<file path="src/rtl/cfg_guard_pkg.sv">
package cfg_guard_pkg;

  // fixed register map offsets
  localparam int ADDR_PROT     = 0;
  localparam int ADDR_FIR      = 1;
  localparam int ADDR_STAT     = 2;
  localparam int ADDR_REG_BASE = 4;

  typedef enum logic [2:0] {
    RD_NONE,
    RD_PROT,
    RD_FIR,
    RD_STAT,
    RD_REG
  } rdSel_e;

  // strobes from the decoder to the storage/datapath
  typedef struct packed {
    logic   wrProt;
    logic   wrFir;
    logic   wrReg;
    logic   rdStat;
    rdSel_e rdSel;
  } ctlStrobe_t;

endpackage

</file>
<file path="src/rtl/cfg_guard_ctrl.sv">
module cfg_guard_ctrl
  import cfg_guard_pkg::*;
#(
  parameter int ADDR_W   = 4,
  parameter int NUM_REGS = 4,
  parameter int IDX_W    = 2
) (
  input  logic              wrEn,
  input  logic              rdEn,
  input  logic [ADDR_W-1:0] addr,
  output ctlStrobe_t        stb,
  output logic [IDX_W-1:0]  regIdx
);

  logic [ADDR_W-1:0] regOff;
  logic              isReg;

  always_comb begin
    regOff = addr - ADDR_W'(ADDR_REG_BASE);
    isReg  = (addr >= ADDR_W'(ADDR_REG_BASE)) && (regOff < ADDR_W'(NUM_REGS));
    regIdx = isReg ? regOff[IDX_W-1:0] : '0;

    stb        = '0;
    stb.rdSel  = RD_NONE;
    stb.wrProt = wrEn && (addr == ADDR_W'(ADDR_PROT));
    stb.wrFir  = wrEn && (addr == ADDR_W'(ADDR_FIR));
    stb.wrReg  = wrEn && isReg;
    stb.rdStat = rdEn && (addr == ADDR_W'(ADDR_STAT));

    if (rdEn) begin
      if (addr == ADDR_W'(ADDR_PROT))      stb.rdSel = RD_PROT;
      else if (addr == ADDR_W'(ADDR_FIR))  stb.rdSel = RD_FIR;
      else if (addr == ADDR_W'(ADDR_STAT)) stb.rdSel = RD_STAT;
      else if (isReg)                      stb.rdSel = RD_REG;
    end
  end

endmodule

</file>
<file path="src/rtl/cfg_guard_datapath.sv">
module cfg_guard_datapath
  import cfg_guard_pkg::*;
#(
  parameter int PROT_BITS = 4,
  parameter int CHAN_BITS = 2,
  parameter int NUM_REGS  = 4,
  parameter int DATA_W    = 16,
  parameter int IDX_W     = 2
) (
  input  logic                 clk,
  input  logic                 rstN,
  input  ctlStrobe_t           stb,
  input  logic [IDX_W-1:0]     regIdx,
  input  logic [DATA_W-1:0]    wrData,
  output logic [PROT_BITS-1:0] votedBits,
  output logic                 redErr,
  output logic                 seqErr,
  output logic [DATA_W-1:0]    rdData
);

  localparam int PAR_CMD_BIT = 2 * PROT_BITS;
  localparam int PAR_IDX_LSB = PAR_CMD_BIT + 1;

  // three stored copies plus injection masks on copies A and B
  logic [PROT_BITS-1:0] copyA, copyB, copyC;
  logic [PROT_BITS-1:0] flipA, flipB;
  logic [PROT_BITS-1:0] bitMismatch;
  logic                 redLive, redLatch;

  logic [DATA_W-1:0]    cfgRegs [NUM_REGS];
  logic [NUM_REGS-1:0]  parBits;
  logic [NUM_REGS-1:0]  parFail;
  logic                 parLive, seqLatch;

  logic                 chanOff;
  logic                 parInjHit;
  logic [IDX_W-1:0]     injIdx;

  // copies and injection masks
  always_ff @(posedge clk or negedge rstN) begin
    if (!rstN) begin
      copyA <= '0;
      copyB <= '0;
      copyC <= '0;
      flipA <= '0;
      flipB <= '0;
    end else if (stb.wrProt) begin
      copyA <= wrData[PROT_BITS-1:0];
      copyB <= wrData[PROT_BITS-1:0];
      copyC <= wrData[PROT_BITS-1:0];
      flipA <= '0;
      flipB <= '0;
    end else if (stb.wrFir) begin
      flipA <= wrData[PROT_BITS-1:0];
      flipB <= wrData[2*PROT_BITS-1:PROT_BITS];
    end
  end

  // per-bit majority voter
  for (genvar b = 0; b < PROT_BITS; b++) begin : g_vote
    logic a, bb, c;
    assign a  = copyA[b] ^ flipA[b];
    assign bb = copyB[b] ^ flipB[b];
    assign c  = copyC[b];
    assign votedBits[b]   = (a & bb) | (a & c) | (bb & c);
    assign bitMismatch[b] = (a != bb) || (bb != c);
  end

  assign redLive = |bitMismatch;

  always_ff @(posedge clk or negedge rstN) begin
    if (!rstN)            redLatch <= 1'b0;
    else if (stb.wrProt)  redLatch <= 1'b0;
    else                  redLatch <= (redLatch & ~stb.rdStat) | redLive;
  end

  assign redErr = redLatch | redLive;

  // parity injection gated on all channel enables being off
  assign chanOff   = ~|votedBits[CHAN_BITS-1:0];
  assign injIdx    = wrData[PAR_IDX_LSB +: IDX_W];
  assign parInjHit = stb.wrFir && wrData[PAR_CMD_BIT] && chanOff &&
                     (int'(injIdx) < NUM_REGS);

  for (genvar r = 0; r < NUM_REGS; r++) begin : g_reg
    always_ff @(posedge clk or negedge rstN) begin
      if (!rstN) begin
        cfgRegs[r] <= '0;
        parBits[r] <= 1'b0;
      end else if (stb.wrReg && (regIdx == IDX_W'(r))) begin
        cfgRegs[r] <= wrData;
        parBits[r] <= ^wrData;
      end else if (parInjHit && (injIdx == IDX_W'(r))) begin
        parBits[r] <= ~parBits[r];
      end
    end
    assign parFail[r] = (^cfgRegs[r]) ^ parBits[r];
  end

  assign parLive = |parFail;

  always_ff @(posedge clk or negedge rstN) begin
    if (!rstN) seqLatch <= 1'b0;
    else       seqLatch <= (seqLatch & ~stb.rdStat) | parLive;
  end

  assign seqErr = seqLatch | parLive;

  // read mux
  always_comb begin
    rdData = '0;
    unique case (stb.rdSel)
      RD_PROT: rdData[PROT_BITS-1:0]   = votedBits;
      RD_FIR:  rdData[2*PROT_BITS-1:0] = {flipB, flipA};
      RD_STAT: rdData[1:0]             = {seqErr, redErr};
      RD_REG:  rdData                  = cfgRegs[regIdx];
      default: rdData = '0;
    endcase
  end

endmodule

</file>
<file path="src/rtl/safety_cfg_guard.sv">
module safety_cfg_guard
  import cfg_guard_pkg::*;
#(
  parameter int PROT_BITS = 4,
  parameter int CHAN_BITS = 2,
  parameter int NUM_REGS  = 4,
  parameter int DATA_W    = 16,   // must hold 2*PROT_BITS+1+index bits
  parameter int ADDR_W    = 4
) (
  input  logic                 clk,
  input  logic                 rstN,
  input  logic                 wrEn,
  input  logic                 rdEn,
  input  logic [ADDR_W-1:0]    addr,
  input  logic [DATA_W-1:0]    wrData,
  output logic [DATA_W-1:0]    rdData,
  output logic [PROT_BITS-1:0] votedBits,
  output logic                 redErr,
  output logic                 seqErr
);

  localparam int IDX_W = (NUM_REGS > 1) ? $clog2(NUM_REGS) : 1;

  ctlStrobe_t       stb;
  logic [IDX_W-1:0] regIdx;

  cfg_guard_ctrl #(
    .ADDR_W(ADDR_W), .NUM_REGS(NUM_REGS), .IDX_W(IDX_W)
  ) u_ctrl (
    .wrEn(wrEn), .rdEn(rdEn), .addr(addr), .stb(stb), .regIdx(regIdx)
  );

  cfg_guard_datapath #(
    .PROT_BITS(PROT_BITS), .CHAN_BITS(CHAN_BITS), .NUM_REGS(NUM_REGS),
    .DATA_W(DATA_W), .IDX_W(IDX_W)
  ) u_dp (
    .clk(clk), .rstN(rstN), .stb(stb), .regIdx(regIdx), .wrData(wrData),
    .votedBits(votedBits), .redErr(redErr), .seqErr(seqErr), .rdData(rdData)
  );

endmodule

</file>
<file path="config.mk">
export PLATFORM = sky130hd
export DESIGN_NAME = safety_cfg_guard
export DESIGN_NICKNAME = d
export VERILOG_FILES = /design/src/rtl/cfg_guard_pkg.sv /design/src/rtl/cfg_guard_ctrl.sv /design/src/rtl/cfg_guard_datapath.sv /design/src/rtl/safety_cfg_guard.sv
export SDC_FILE = /design/constraint.sdc
export NUM_CORES = 1
export LEC_CHECK = 0
export ABC_AREA = 1
export BUFFER_PORTS_ARGS = -buffer_cell sky130_fd_sc_hd__buf_2
export CAP_MARGIN = 20
export CORE_ASPECT_RATIO = 0.7
export CORE_MARGIN = 2
export CORE_UTILIZATION = 53
export CTS_CLUSTER_SIZE = 20
export DETAILED_ROUTE_END_ITERATION = 10
export GPL_TIMING_DRIVEN = 0
export PLACE_DENSITY = 0.77
export SLEW_MARGIN = 25
export SYNTH_ARGS = -nofsm -noshare
export SYNTH_HDL_FRONTEND = slang
export SYNTH_SLANG_ARGS = --single-unit
</file>
<file path="constraint.sdc">
create_clock -name clk -period 4.15 [get_ports clk]
set_clock_uncertainty 0.05 [all_clocks]
set_input_delay 0 -clock clk [delete_from_list [all_inputs] [get_ports clk]]
set_output_delay 0 -clock clk [all_outputs]
set_load 0.005 [all_outputs]
</file>
==> run metrics, run 1 <==
status completed; setup bufs post-CTS 0; number of DRC markers in iteration 0 502; Clk pin slew, worst setup/hold paths ~0.060 ns; Syn Nets 725; die width 121.1 µm; Largest stage delay, worst path around 0.44 ns; setup TNS 0 ns; final WL ~14,000 µm; synthesized instance count approximately 700; share of cells above drive strength 1 0.1250; met2 usage 0.4316; CTS tree done; initial antenna violation count 0; FP Rows 29; Distinct cells, synth 35; crit path kind flop to output port; critical path fanouts, max 4; RSZ-0062 raised after global routing no; worst hold path startpoint addr[0]; die area approximately 10,000 µm²; Slew Limit Fails 0; total power approximately 3.2 mW; CP arrival approximately 2.2 ns; Core ar. between 9000 and 10,000 µm²; hold depth 3; static leakage ~3 nW; most frequent cell after synthesis nand2_1; slowest stage cell, crit path dfrtp_1; post-route ant nets 0; PortBufs 44; RePlAce Congestion about 0.91; Setup violations, final 0; R2R Path Start u_dp.flipA[0]; post-DP HPWL between 10,000 and 15,000 µm; global-route wire length before repair 22,720 µm; worst hold path endpoint u_dp.flipA[2]; yosys warns 0; r2r worst-path depth 9; WHS roughly 0.033 ns; Synth top area share 0.4035; post-synth top area cell dfrtp_1; Hold Crit Class primary input to flop; most used cell along the critical path nand2_1; Crit path required time slightly above 4 ns; vias in the first global route 4,695; routing usage on met3 0.06915; Pwr Density 534.3 nW/µm²; WL per Instance roughly 16 µm; largest net degree at the start of global routing between 40 and 50; Sink Count between 80 and 90; cell chain of the critical path nand2_1 > inv_1 > nor2_1 > nand2_1 > nand3_1 > nand2_1 > nand2_1 > nand2_1 > nand2_1 > nand2_1 > nor2_1 > nand3_1 > nand2_1 > nand2_1 > buf_2; gr busiest metal met2; Layout area overhead 16.76%; Max-cap violations 0; Vias roughly 5,000; final worst slack 1.864 ns; CTS H-tree lvls 3; clock buffer depth 2; Setup WS pre-CTS between 2 and 2.5 ns; drt drc 0; post-layout min period around 2.3 ns; R2R Setup Slk ~2.3 ns; period utilization 0.5508; overall routing resource usage 0.2799; Seq cells post-synth 82; root buf cell clkbuf_16; worst-margin pin slew between 0.6 and 0.7 ns; grt total ovfl 0; I/O pin count 46; sequential area share after synthesis 0.4035; Synth Area per Inst about 7.3 µm²; maximum VDD drop 0.2778 mV; Synth top cells by count nand2_1, inv_1, dfrtp_1, o21ai_0, xnor2_1; slew margin rel. 0.5827; Starting Density 0.5539; NumNets Final 795; detailed-route vias per instance roughly 5.5; die span in y 85.95 µm; main area contributors after synthesis dfrtp_1, nand2_1, inv_1; TritonRoute pass-1 iters 5; GR Layer Usage met1 0.3892; ys flop type dfrtp_1; FFs w/ async S/R, synth 1.000; Critical Path Sink Type output port; Clock Latency Late Sink approximately 0.33 ns; FF-to-FF End u_dp.parBits[3]; startpoint types flop; Fmax 437.4 MHz; Fin. Hold Viols 0; CTS Buf Count 9; CTS Hold Bufs 14; Antenna diodes 0; # resized after CTS 0; Netlist Area Pre-Place 5085 µm²; EDFF count, synth 0
[power breakdown]
part	internal, mW	switching [mW]	leakage, nW
clock	0.498	0.317	0.145
sequential	0.981	0.208	0.997
combinational	0.456	0.711	1.92
total	1.94	1.24	3.06
[worst max-delay path by stage]
stage / endpoint / from / cells past startpoint / slack (ns)
finish: rdData[1] / u_dp.cfgRegs[13] / 15 / 1.86
global route: rdData[1] / u_dp.cfgRegs[13] / 15 / 1.67
CTS: rdData[1] / u_dp.cfgRegs[13] / 15 / 1.89
detailed placement: rdData[1] / u_dp.cfgRegs[13] / 15 / 2.25
global placement: rdData[1] / u_dp.cfgRegs[0] / 13 / 2.37
floorplan: u_dp.parBits[3] / u_dp.flipA[0] / 9 / 2.75
[logic make-up (layout without fill, tap and decap cells)]
kind of cell	count (synthesis)	in the layout	share of synthesized area
DFF	82	82	0.4035
and+or+nand+nor	322	322	0.2643
AOI/OAI and AO/OA	125	125	0.1400
buffers and inverters	114	189	0.09080
xor gates and xnor gates	58	58	0.1014
[per-layer routing]
layer / vias up / share of wire
met4: 0 / 0.025
met3: 34 / 0.093
met1: 2319 / 0.44
met2: 250 / 0.44
li1: 2364 / -
met5: - / 0
[critical path, delay by kind of cell (launching register included)]
kind / cells / cell delay [ns]
flip-flops: 1 / 0.44
buffers and inverters: 2 / 0.19
AND/OR/NAND/NOR: 13 / 1.26
[placed cells by master (no fill, tap or decap), types with 2 or more instances in the layout]
cell / instances
a21oi_1: 16
a22oi_1: 13
a31oi_1: 6
buf_2: 51
buf_4: 4
clkbuf_1: 4
clkbuf_16: 9
clkbuf_8: 2
clkinvlp_4: 2
dfrtp_1: 82
dlygate4sd3_1: 14
inv_1: 88
inv_2: 9
nand2_1: 261
nand3_1: 20
nand4_1: 5
nor2_1: 22
nor2_2: 2
nor2_4: 6
o211ai_1: 3
o21ai_0: 39
o21ai_1: 29
o221ai_1: 4
o22ai_1: 12
xnor2_1: 34
xor2_1: 23
[through the flow]
step	cells	area, µm²	util
floorplan	701	5085	-
global placement	869	5460	0.5948
detailed placement	870	5490	0.5981
CTS	900	5937	0.6467
global route	900	5937	0.6467
finish	900	5937	0.6467
[flip-flops by register name (all words and copies together) (netlist names)]
name	flops
u_dp.cfgRegs	64
u_dp.copyA	4
u_dp.flipA	4
u_dp.flipB	4
u_dp.parBits	4
u_dp.redLatch	1
u_dp.seqLatch	1
[area by class of cell]
type,count,area (µm²)
buffer,15,85.08
clock buffer,12,256.5
clock inverter,4,50.05
fill,762,3243
inverter,99,376.6
multi-input combinational,505,2571
sequential,82,2052
tap,124,155.1
timing repair buffer,59,390.4
Note: power is estimated with default switching activity, not from simulation.
==> inputs of run 2 (changes only) <==
--- a/config.mk
+++ b/config.mk
@@ -5,7 +5,7 @@
 export SDC_FILE = /design/constraint.sdc
 export NUM_CORES = 1
 export LEC_CHECK = 0
-export ABC_AREA = 1
+export ABC_AREA = 0
 export BUFFER_PORTS_ARGS = -buffer_cell sky130_fd_sc_hd__buf_2
 export CAP_MARGIN = 20
 export CORE_ASPECT_RATIO = 0.7
@@ -14,7 +14,7 @@
 export CTS_CLUSTER_SIZE = 20
 export DETAILED_ROUTE_END_ITERATION = 10
 export GPL_TIMING_DRIVEN = 0
-export PLACE_DENSITY = 0.77
+export PLACE_DENSITY = 0.78
 export SLEW_MARGIN = 25
 export SYNTH_ARGS = -nofsm -noshare
 export SYNTH_HDL_FRONTEND = slang
==> constraint.sdc (replaced) <==
create_clock -name clk -period 2.4 [get_ports clk]
set_clock_uncertainty 0.05 [all_clocks]
set_input_delay 0 -clock clk [delete_from_list [all_inputs] [get_ports clk]]
set_output_delay 0 -clock clk [all_outputs]
set_load 0.005 [all_outputs]
==> run 2 against run 1 <==
The flow now finishes with violations (negative setup slack). Die area decreased by 8.1%. Power is 85% higher. Final area fell by 6.7%. Count of clock-buffer cells in the layout stayed put. Utilization grew 0.66 points. Clock power increased by 69%. Wire length shrank 20%. Non-clock buffer count rose by 7. Final cell count fell by 35%. Synthesized cell count is 44% lower. Worst hold slack got worse by 0.0042 ns. Largest cell class unchanged.
==> run metrics, run 2 <==
CTS tree done (unchanged); Clock Latency Late Sink 0.34 ns (was 0.33 ns); Core ar. 8478 µm² (was 9180 µm²); main area contributors after synthesis dfrtp_1, mux2_2, xnor2_1 (was dfrtp_1, nand2_1, inv_1); slowest stage cell, crit path xnor3_1 (was dfrtp_1); status finished, violations left (was completed); static leakage 2.380 nW (was 3.057 nW); crit path kind flop to output port (unchanged); Reg with most FFs u_dp.cfgRegs (unchanged); post-synth top area cell dfrtp_1 (unchanged); placed insts 554 (was 870); most common cell after layout, fill and taps aside dfrtp_1 (was nand2_1); Layout area overhead 18.91% (was 16.76%); post-DP HPWL 8220 µm (was 10,610 µm); startpoint types flop (unchanged); Pwr Density 1059 nW/µm² (was 534.3 nW/µm²); FP Rows 28 (was 29); CTS H-tree lvls 3 (unchanged); grt total ovfl 0 (unchanged); drt drc 0 (unchanged); Crit path required time 2.35 ns (was 4.10 ns); share of cells above drive strength 1 0.3084 (was 0.1250); DP Area 5054 µm² (was 5490 µm²); maximum VDD drop 0.6384 mV (was 0.2778 mV); Distinct cells, synth 43 (was 35); critical path fanouts, max 3 (was 4); Syn Nets 414 (was 725); Antenna diodes 0 (unchanged); Vias 3,365 (was 4,967); commonest non-fill, non-tap cells in the layout dfrtp_1, xnor2_1, mux2_2, buf_2, nand2_1 (was nand2_1, inv_1, dfrtp_1, buf_2, o21ai_0); r2r worst-path depth 8 (was 9); CP arrival 2.42 ns (was 2.24 ns); Fill cells 652 (was 762); NumNets Final 486 (was 795); PortBufs 43 (was 44); die span in y 82.44 µm (was 85.95 µm); Synth Area per Inst 11.94 µm² (was 7.254 µm²); EDFF count, synth 0 (unchanged); cell chain of the critical path xor2_1 > xnor2_1 > xnor3_1 > xnor2_2 > nand4_1 > or2_1 > buf_2 (was nand2_1 > inv_1 > nor2_1 > nand2_1 > nand3_1 > nand2_1 > nand2_1 > nand2_1 > nand2_1 > nand2_1 > nor2_1 > nand3_1 > nand2_1 > nand2_1 > buf_2); total power 5.867 mW (was 3.172 mW); most frequent cell after synthesis dfrtp_1 (was nand2_1); I/O pin count 46 (unchanged); Largest stage delay, worst path 0.47 ns (was 0.44 ns); Fmax around 400 MHz; Fin. Hold Viols 0 (unchanged); Starting Density 0.5494 (was 0.5539); Netlist Area Pre-Place 4658 µm² (was 5085 µm²); ys flop type dfrtp_1 (unchanged); Clk pin slew, worst setup/hold paths 0.06 ns (about the same); final non-filler cell total 587 (was 900); number of DRC markers in iteration 0 218 (was 502); post-route ant nets 0 (unchanged); die area 9567 µm² (was 10,410 µm²); Setup violations, final 2 (was 0); CTS Buf Count 9 (unchanged); Setup WS pre-CTS 0.2449 ns (was 2.250 ns); clock buffer depth 2 (unchanged); violated checks negative setup slack; slew margin rel. 0.5777 (was 0.5827); final instance area 5539 µm² (was 5937 µm²); die width 116.1 µm (was 121.1 µm); max reg flops 64 (unchanged); worst-margin pin slew 0.6282 ns (was 0.6215 ns); RSZ-0062 raised after global routing yes (was no); FFs w/ async S/R, synth 1.000 (unchanged); Max-cap violations 0 (unchanged); hold depth 2 (was 3); largest net degree at the start of global routing 56 (was 49); overall routing resource usage 0.2642 (was 0.2799); Synth top area share 0.4405 (was 0.4035); sequential area share after synthesis 0.4405 (was 0.4035); initial antenna violation count 0 (unchanged); vias in the first global route 3,388 (was 4,695); post-layout min period ~2.5 ns; yosys warns 0 (unchanged); Hold Crit Class primary input to flop (unchanged); global-route wire length before repair 18,440 µm (was 22,720 µm); Slew Limit Fails 0 (unchanged); RePlAce Congestion 0.8733 (was 0.9106); Synth top cells by count dfrtp_1, xnor2_1, mux2_2, nand2_1, mux2i_1 (was nand2_1, inv_1, dfrtp_1, o21ai_0, xnor2_1); synthesized instance count 390 (was 701); period utilization 1.030; Seq cells post-synth 82 (unchanged); TritonRoute pass-1 iters 5 (unchanged); Critical Path Sink Type output port (unchanged); final worst slack -0.07254 ns (was 1.864 ns); WL per Instance 19.24 µm (was 15.64 µm); root buf cell clkbuf_16 (unchanged); final WL 11,300 µm (was 14,070 µm); Sink Count 82 (unchanged); detailed-route vias per instance 5.733 (was 5.519)
run 2: worst max-delay path, delay by kind of cell (launching register included):
family,cells,cell delay [ns]
buffers and inverters,1,0.12
flip-flops,1,0.40
XOR/XNOR,4,1.06
AND/OR/NAND/NOR,2,0.50
run 2: worst paths after layout:
kind                                  start          endpoint  slack [ns]
max                        u_dp.cfgRegs[39]            seqErr       -0.07
min                              wrData[10]  u_dp.cfgRegs[10]        0.03
max reg2reg                u_dp.cfgRegs[39]     u_dp.seqLatch        0.09
min reg2reg                   u_dp.seqLatch     u_dp.seqLatch        0.44
max in group asynchronous              rstN  u_dp.cfgRegs[16]        1.62
min in group asynchronous              rstN  u_dp.cfgRegs[37]        0.08
run 2: logic make-up (layout without fill, tap and decap cells):
group | Yosys count | after routing | share of synthesized area
xor+xnor | 83 | 83 | 0.1743
buf+inv | 22 | 99 | 0.02310
mux | 86 | 86 | 0.2036
compound gates | 58 | 58 | 0.08944
flops | 82 | 82 | 0.4405
simple gates | 59 | 59 | 0.06903
run 2: layout make-up:
type	instances	area [µm²]	share of cell area
buffer	20	100.1	0.01807
clock buffer	12	246.5	0.04450
clock inverter	4	51.30	0.009261
inverter	2	7.507	0.001355
multi-input combinational	286	2521	0.4552
sequential	82	2052	0.3705
tap	120	150.1	0.02711
timing repair buffer	61	410.4	0.07409
run 2: report_power, final:
| group | internal (mW) | switching [mW] | total, mW |
|---|---|---|---|
| clock network | 0.834 | 0.544 | 1.38 |
| logic | 1.41 | 1.06 | 2.46 |
| registers | 1.71 | 0.320 | 2.03 |
run 2: layer usage:
| metal | wire length, µm | vias to the layer above | GRT usage |
|---|---|---|---|
| li1 | - | 1539 | - |
| met1 | 5129 | 1707 | 0.3653 |
| met2 | 5104 | 106 | 0.3982 |
| met3 | 886 | 13 | 0.09343 |
| met4 | 174 | 0 | 0.07143 |
| met5 | 0 | - | 0 |
run 2: metrics by stage:
step	util	hold slack, ns	TNS (ns)
floorplan	-	-0.3456	0
global placement	0.5925	0.2635	0
detailed placement	0.5961	-0.1020	0
global route	0.6533	0.04712	-0.3217
CTS	0.6525	0.01561	-0.04020
finish	0.6533	0.02844	-0.09744
run 2: what timing repair did:
item                                    4_1_cts  5_1_grt
endpoints found under the setup margin        2        2
hold endpoints to repair                    137        0
buffers inserted                              1        1
pin swaps                                     1        1
hold buffers                                 15        0
cloned                                        0        0
gates resized for setup                       3        0
==> inputs of run 3 (changes only) <==
--- a/config.mk
+++ b/config.mk
@@ -15,6 +15,7 @@
 export DETAILED_ROUTE_END_ITERATION = 10
 export GPL_TIMING_DRIVEN = 0
 export PLACE_DENSITY = 0.78
+export RECOVER_POWER = 100
 export SLEW_MARGIN = 25
 export SYNTH_ARGS = -nofsm -noshare
 export SYNTH_HDL_FRONTEND = slang
==> run 3 against run 2 <==
The flow finishes with violations (max-capacitance violations, max-slew violations, negative setup slack). Register-to-register slack better by 0.02 ns. Sequential power about the same. Final cell count stayed put. Setup slack gained 0.027 ns. Final area down 1.3%. Critical path depth unchanged. Worst hold slack about the same. Critical endpoint unchanged. Power shrank 0.40%. Largest power group unchanged. Combinational power hardly changed. Utilization down 0.83 points.
==> run metrics, run 3 (synthesis results as in run 2) <==
status finished, violations left (unchanged); violated checks max-capacitance violations, max-slew violations, negative setup slack (was negative setup slack); root buf cell clkbuf_16 (unchanged); worst hold path endpoint u_dp.cfgRegs[10] (unchanged); Comb power frac 0.418 (was 0.420); critical path fanouts, max 3 (unchanged); met2 usage 0.3982 (unchanged); static leakage 2.293 nW (was 2.380 nW); number of DRC markers in iteration 0 227 (was 218); Clock Latency Late Sink 0.35 ns (was 0.34 ns); Sink Count 82 (unchanged); most common cell after layout, fill and taps aside dfrtp_1 (unchanged); RSZ-0062 raised after global routing yes (unchanged); Core ar. 8478 µm² (unchanged); final WL 11,320 µm (was 11,300 µm); period utilization 1.019 (was 1.030); Reg with most FFs u_dp.cfgRegs (unchanged); R2R Setup Slk 0.11 ns (was 0.09 ns); Slew Limit Fails 38 (was 0); gr busiest metal met2 (unchanged); Starting Density 0.5494 (unchanged); Psw 1.902 mW (was 1.920 mW); RePlAce Congestion 0.8733 (unchanged); hold depth 2 (unchanged); CTS Buf Count 9 (unchanged); die span in y 82.44 µm (unchanged); Setup WS pre-CTS 0.2449 ns (unchanged); Crit path required time 2.35 ns (about the same); share of cells above drive strength 1 0.2570 (was 0.3084); Layout area overhead 17.41% (was 18.91%); global-route wire length before repair 18,440 µm (unchanged); FP Rows 28 (unchanged); post-DP HPWL 8220 µm (unchanged); PortBufs 43 (unchanged); post-layout min period 2.446 ns (was 2.473 ns); Clock power frac 0.236 (was 0.235); commonest non-fill, non-tap cells in the layout dfrtp_1, xnor2_1, mux2_2, nand2_1, buf_2 (was dfrtp_1, xnor2_1, mux2_2, buf_2, nand2_1); Vias 3,355 (was 3,365); drt drc 0 (unchanged); vias in the first global route 3,388 (unchanged); register area 2052 µm² (unchanged); Hold Crit Class primary input to flop (unchanged); I/O pin count 46 (unchanged); slew margin rel. -0.07893 (was 0.5777); Largest stage delay, worst path 0.47 ns (about the same); Fin. Hold Viols 0 (unchanged); worst hold path startpoint wrData[10] (unchanged); max reg flops 64 (unchanged); R2R Path Start u_dp.cfgRegs[39] (unchanged); routing usage on met3 0.09343 (unchanged); die width 116.1 µm (unchanged); Pwr Density 1069 nW/µm² (was 1059 nW/µm²); critical path depth 7 (unchanged); slowest stage cell, crit path xnor3_1 (unchanged); Clk pin slew, worst setup/hold paths 0.06 ns (about the same); final worst slack -0.04582 ns (was -0.07254 ns); grt total ovfl 0 (unchanged); Seq pwr share 0.347 (was 0.345); sw frac 0.3255 (was 0.3272); initial antenna violation count 0 (unchanged); WL per Instance 19.29 µm (was 19.24 µm); Max-cap violations 2 (was 0); CP arrival 2.40 ns (was 2.42 ns); maximum VDD drop 0.6366 mV (was 0.6384 mV); largest net degree at the start of global routing 56 (unchanged); Multi-input gate area 2485 µm² (was 2521 µm²); Internal 3.942 mW (was 3.948 mW); startpoint types flop (unchanged); r2r worst-path depth 8 (unchanged); detailed-route vias per instance 5.716 (was 5.733); Fmax 408.9 MHz (was 404.4 MHz); Setup violations, final 1 (was 2); buffers plus inverters on the worst setup path 1 (unchanged); cell chain of the critical path xor2_1 > xnor2_1 > xnor3_1 > xnor2_2 > nand4_1 > or2_1 > buf_2 (unchanged); FF-to-FF End u_dp.seqLatch (unchanged); clock buffer depth 2 (unchanged); TritonRoute pass-1 iters 4 (was 5); post-route ant nets 0 (unchanged); Antenna diodes 0 (unchanged); largest delay contributor family on the critical path XOR/XNOR gates (unchanged); overall routing resource usage 0.2642 (unchanged); NumNets Final 486 (unchanged); CTS H-tree lvls 3 (unchanged); CTS tree done (unchanged); crit path kind flop to output port (unchanged); worst-margin pin slew 1.618 ns (was 0.6282 ns); Critical Path Sink Type output port (unchanged); total power 5.844 mW (was 5.867 mW); GR Layer Usage met1 0.3653 (unchanged); die area 9567 µm² (unchanged); Fill cells 673 (was 652)
-- run 3: changes by cell type in the layout (fill, tap and decap cells not counted), sizes merged --
cell    before  now
buf         61   34
clkbuf      17   44
-- run 3: how the worst max path moves through the flow --
stage	startpoint	to	slack (ns)
floorplan	u_dp.cfgRegs[33]	u_dp.seqLatch	0.72
global placement	u_dp.cfgRegs[39]	seqErr	0.30
detailed placement	u_dp.cfgRegs[39]	seqErr	0.24
CTS	u_dp.cfgRegs[39]	seqErr	-0.04
global route	u_dp.cfgRegs[39]	seqErr	-0.19
finish	u_dp.cfgRegs[39]	seqErr	-0.05
-- run 3: area by class of cell --
class | instances | share of cell area
flip-flops and latches | 82 | 0.3752
multi-input cells | 286 | 0.4544
clock inverters | 4 | 0.009380
clock buffers | 12 | 0.04507
plain buffers | 20 | 0.01579
well taps | 120 | 0.02745
repair buffers | 61 | 0.07138
inverters | 2 | 0.001373
-- run 3: power by group through the flow --
stage	clock, mW	sequential (mW)	combinational, mW
after floorplan	0	1.96	1.77
after global placement	0	2.02	2.19
after detailed placement	0	2.04	2.24
after CTS	1.40	2.02	2.40
after global routing	1.45	2.08	2.64
final	1.38	2.03	2.44
-- run 3: what timing repair did --
item	in CTS	in global routing
hold buffers	15	0
pin swaps	1	1
resized for setup	3	0
setup endpoints to repair	2	2
hold endpoints to repair	137	0
setup buffers	1	1
-- run 3: through the flow --
step	util	hold WS (ns)	instances	cell area (µm²)	TNS [ns]
2_1_floorplan	-	-0.3456	390	4658	0
3_3_place_gp	0.5925	0.2635	553	5024	0
3_5_place_dp	0.5961	-0.1020	554	5054	0
4_1_cts	0.6525	0.01561	586	5532	-0.04020
5_1_grt	0.6451	0.04715	587	5469	-0.3269
6_report	0.6451	0.02866	587	5469	-0.04582
-- run 3: routing by layer --
layer	vias to the layer above	wire length [µm]
met2	94	5130
met1	1708	5160
met5	-	0
li1	1538	-
met4	0	182
met3	15	847
